--- src/rtl/pt_alloc_pkg.sv ---
package pt_alloc_pkg;
  localparam int unsigned DEF_N_MC   = 16;
  localparam int unsigned DEF_PT_CL  = 5;
  localparam int unsigned DEF_N_RING = 4;

  // target of a forwarded cluster
  function automatic int unsigned ring_next(int unsigned k, int unsigned n_ring,
                                            int unsigned n_mc);
    return (k + n_ring) % n_mc;
  endfunction
endpackage

--- src/rtl/pt_cluster_or.sv ---
module pt_cluster_or #(
  parameter int unsigned N_CL  = 16,
  parameter int unsigned PT_CL = 5
) (
  input  logic [N_CL*PT_CL-1:0] pt_i,
  output logic [N_CL-1:0]       cl_sum_o
);
  for (genvar g = 0; g < N_CL; g++) begin : g_cl
    assign cl_sum_o[g] = |pt_i[g*PT_CL +: PT_CL];
  end
endmodule

--- src/rtl/pt_ring_accum.sv ---
module pt_ring_accum #(
  parameter int unsigned LEN = 4
) (
  input  logic [LEN-1:0] cl_sum_i,
  input  logic [LEN-1:0] steer_i,
  output logic [LEN-1:0] out_o,
  output logic           loop_o
);
  // unrolled backward walk; never closes the ring, so no comb loop
  always_comb begin
    logic live;
    logic acc;
    out_o = '0;
    for (int k = 0; k < int'(LEN); k++) begin
      live = 1'b1;
      acc  = cl_sum_i[k];
      for (int d = 1; d < int'(LEN); d++) begin
        live = live & steer_i[(k - d + int'(LEN)) % int'(LEN)];
        acc  = acc | (live & cl_sum_i[(k - d + int'(LEN)) % int'(LEN)]);
      end
      out_o[k] = acc & ~steer_i[k];
    end
  end

  assign loop_o = &steer_i;
endmodule

--- src/rtl/pt_cluster_alloc.sv ---
module pt_cluster_alloc
  import pt_alloc_pkg::*;
#(
  parameter int unsigned N_MC   = DEF_N_MC,
  parameter int unsigned PT_CL  = DEF_PT_CL,
  parameter int unsigned N_RING = DEF_N_RING
) (
  input  logic [N_MC*PT_CL-1:0] pt_i,
  input  logic [N_MC-1:0]       steer_i,
  output logic [N_MC-1:0]       sum_o,
  output logic [N_RING-1:0]     chain_loop_o
);
  localparam int unsigned RING_LEN = N_MC / N_RING;

  logic [N_MC-1:0] cl_sum;

  pt_cluster_or #(.N_CL(N_MC), .PT_CL(PT_CL)) u_or (
    .pt_i     (pt_i),
    .cl_sum_o (cl_sum)
  );

  for (genvar c = 0; c < N_RING; c++) begin : g_ring
    logic [RING_LEN-1:0] r_sum, r_steer, r_out;
    for (genvar m = 0; m < RING_LEN; m++) begin : g_mem
      assign r_sum[m]           = cl_sum[c + m*N_RING];
      assign r_steer[m]         = steer_i[c + m*N_RING];
      assign sum_o[c + m*N_RING] = r_out[m];
    end
    pt_ring_accum #(.LEN(RING_LEN)) u_ring (
      .cl_sum_i (r_sum),
      .steer_i  (r_steer),
      .out_o    (r_out),
      .loop_o   (chain_loop_o[c])
    );
  end
endmodule

--- config.mk ---
export PLATFORM = sky130hd
export DESIGN_NAME = pt_cluster_alloc
export DESIGN_NICKNAME = d
export VERILOG_FILES = /design/src/rtl/pt_alloc_pkg.sv /design/src/rtl/pt_cluster_or.sv /design/src/rtl/pt_ring_accum.sv /design/src/rtl/pt_cluster_alloc.sv
export SDC_FILE = /design/constraint.sdc
export NUM_CORES = 1
export LEC_CHECK = 0
export CORE_MARGIN = 2
export CORE_UTILIZATION = 23
export DETAILED_ROUTE_END_ITERATION = 6
export MAX_ROUTING_LAYER = met4
export PLACE_DENSITY = 0.9
export SETUP_SLACK_MARGIN = 0.5
export SLEW_MARGIN = 30
export SYNTH_ARGS = -nofsm -noshare
export SYNTH_HDL_FRONTEND = slang
export SYNTH_SLANG_ARGS = --single-unit
--- constraint.sdc ---
create_clock -name vclk -period 4.5
set_clock_uncertainty 0.05 [all_clocks]
set_input_delay 0.9 -clock vclk [all_inputs]
set_output_delay 0.9 -clock vclk [all_outputs]
set_load 0.01 [all_outputs]
==> impl_metrics.ini <==
[run_status]
outcome = completed

[cells_and_area]
seq_cells = 0
fillers = 237
area_growth_pct = 184
drive_gt1_share_pct = 7.41
postLayoutCoreUtil_pct = 67.2
nClkBuffers = 0
multi_input_area_um2 = 606
final_cell_mix = clkdlybuf4s50_1 (116), nor2_1 (16), nor3_1 (16), nand2_1 (16)
n_antenna_cell = 0
layout.nets = 314
area.sequential_um2 = 0
layout_commonest_cell = clkdlybuf4s50_1

[floorplanning]
io_pins = 116
die_area_um2 = 3200
coreArea_um2 = 2690
fp-row-count = 19
die_w_um = 56.6
start_util_pct = 23.7
die_h_um = 56.6

[hold_path]
min_path_type = in2out

[power]
power.share.sequential_pct = 0
p_sw_w = 0.0000403
peakVddDrop_mv = 0.0527
clkPwrFrac_pct = 0
intPower_w = 0.000100
sw_frac_of_total_pct = 28.6
p_comb_share_pct = 100.0
p_per_area_nw_per_um2 = 77.9
finalPower_w = 0.000141
cellLeakagePower_nw = 0.635

[sta]
clock.fmax_mhz = 266
finalCritPeriodShare_pct = 83.7
worst_slew_pin_slew_ns = 0.250
drv_slew = 0
rsz0062_at_grt = false
hold_ws_ns = 2.82
hold_violations = 0
setup_viol = 0
min_period_ns = 3.77
setup_tns_ns = 0
timing.final.ws_setup_ns = 0.734
slew_headroom_pct = 83.2

[setup_path]
crit_path_start_kind = input port
crit_arrival_ns = 2.82
required_ns = 3.55
worstPathMaxFanout = 2
critPathCaptureType = primary output
worstSetupPathType = in2out

[global_route]
grt_pass1_wl_um = 4560
grt_max_degree = 7
grt_pass1_vias = 1124
grt-busiest-layer = met2
use_met1_pct = 18.7
grt_use_met3_pct = 2.53
grt-ovfl-total = 0
antenna_found_initial = 0
grtUsageTotal_pct = 17.2
met2_usage_pct = 34.1

[synth]
yosysWarnings = 0
netlist_instances = 104
netlist_top_cells_area = or4_4 (14%), nor3_1 (13%), a2bb2oi_1 (11%), a211oi_1 (9.4%), nand2_1 (9.4%)
synth_cell_type_count = 11
synth.largest_area_cell = or4_4
avgSynthCellArea_um2 = 6.11
syn_nets = 200
syn_area_um2 = 636
ys_seq_area_share_pct = 0
yosysTopAreaCellShare_pct = 14.2

[drt]
route.detailed.drc = 0
viasPerCell = 4.96
wl_um = 2820
num_vias = 1226
wl_per_cell_um = 11.4
antenna_left = 0
drt-initial-drc-count = 33
first_pass_iters = 4

[placed_design]
place_ws_ns = 0.724
routabilityCongestion = 0.741
portBuffers = 116
hpwl_um = 2630

[cts]
cts_resized = 0
cts_setup_buffers = 0
ctsHoldBuffers = 0

[run]
drv_cap = 0
==> area by class of cell <==
class,instances,area share (%)
repair buffers,116,64.3
multi-input cells,100,33.5
well taps,31,2.15
==> logic make-up (layout without fill, tap and decap cells) <==
family / Yosys count / in the layout / share of synthesized area (%)
and+or+nand+nor: 76 / 76 / 66.9
buffers and inverters: 4 / 116 / 4.72
AOI/OAI and AO/OA: 24 / 24 / 28.3
==> path summary, 6_finish.rpt <==
path	from	to	cells after the start
worst min-delay path	steer_i[10]	sum_o[10]	3
worst max-delay path	pt_i[55]	sum_o[3]	6
==> stage by stage <==
step                      cell area (µm²)  instances
final                                1810        247
after global routing                 1810        247
after CTS                            1810        247
after detailed placement             1810        247
after global placement               1810        247
after floorplan                       636        104
==> metal layers <==
| metal | share of wire, % | routed length, µm | vias up |
|---|---|---|---|
| met5 | 0 | 0 | - |
| met4 | 0 | 0 | 0 |
| met3 | 9.0 | 255 | 0 |
| met2 | 53 | 1500 | 63 |
| li1 | - | - | 639 |
| met1 | 38 | 1060 | 524 |
==> Yosys cell counts <==
cell type,n
a211oi_1,8
a2bb2oi_1,8
a31oi_1,8
and4_1,4
buf_4,4
nand2_1,16
nand4_1,8
nor2_1,16
nor2_2,8
nor3_1,16
or4_4,8
==> power groups by stage <==
stage	sequential (W)	combinational (W)	clock, W
after floorplan	0	0.0000297	0
after CTS	0	0.000141	0
final	0	0.000141	0
after global routing	0	0.000151	0
after global placement	0	0.000139	0
after detailed placement	0	0.000141	0
==> critical path: stages <==
cell and delay [ns]:
clkdlybuf4s50_1 0.40, or4_4 0.54, nor2_2 0.12, a2bb2oi_1 0.25, a31oi_1 0.11, clkdlybuf4s50_1 0.50
No activity file was read; power rests on OpenSTA's default activity.
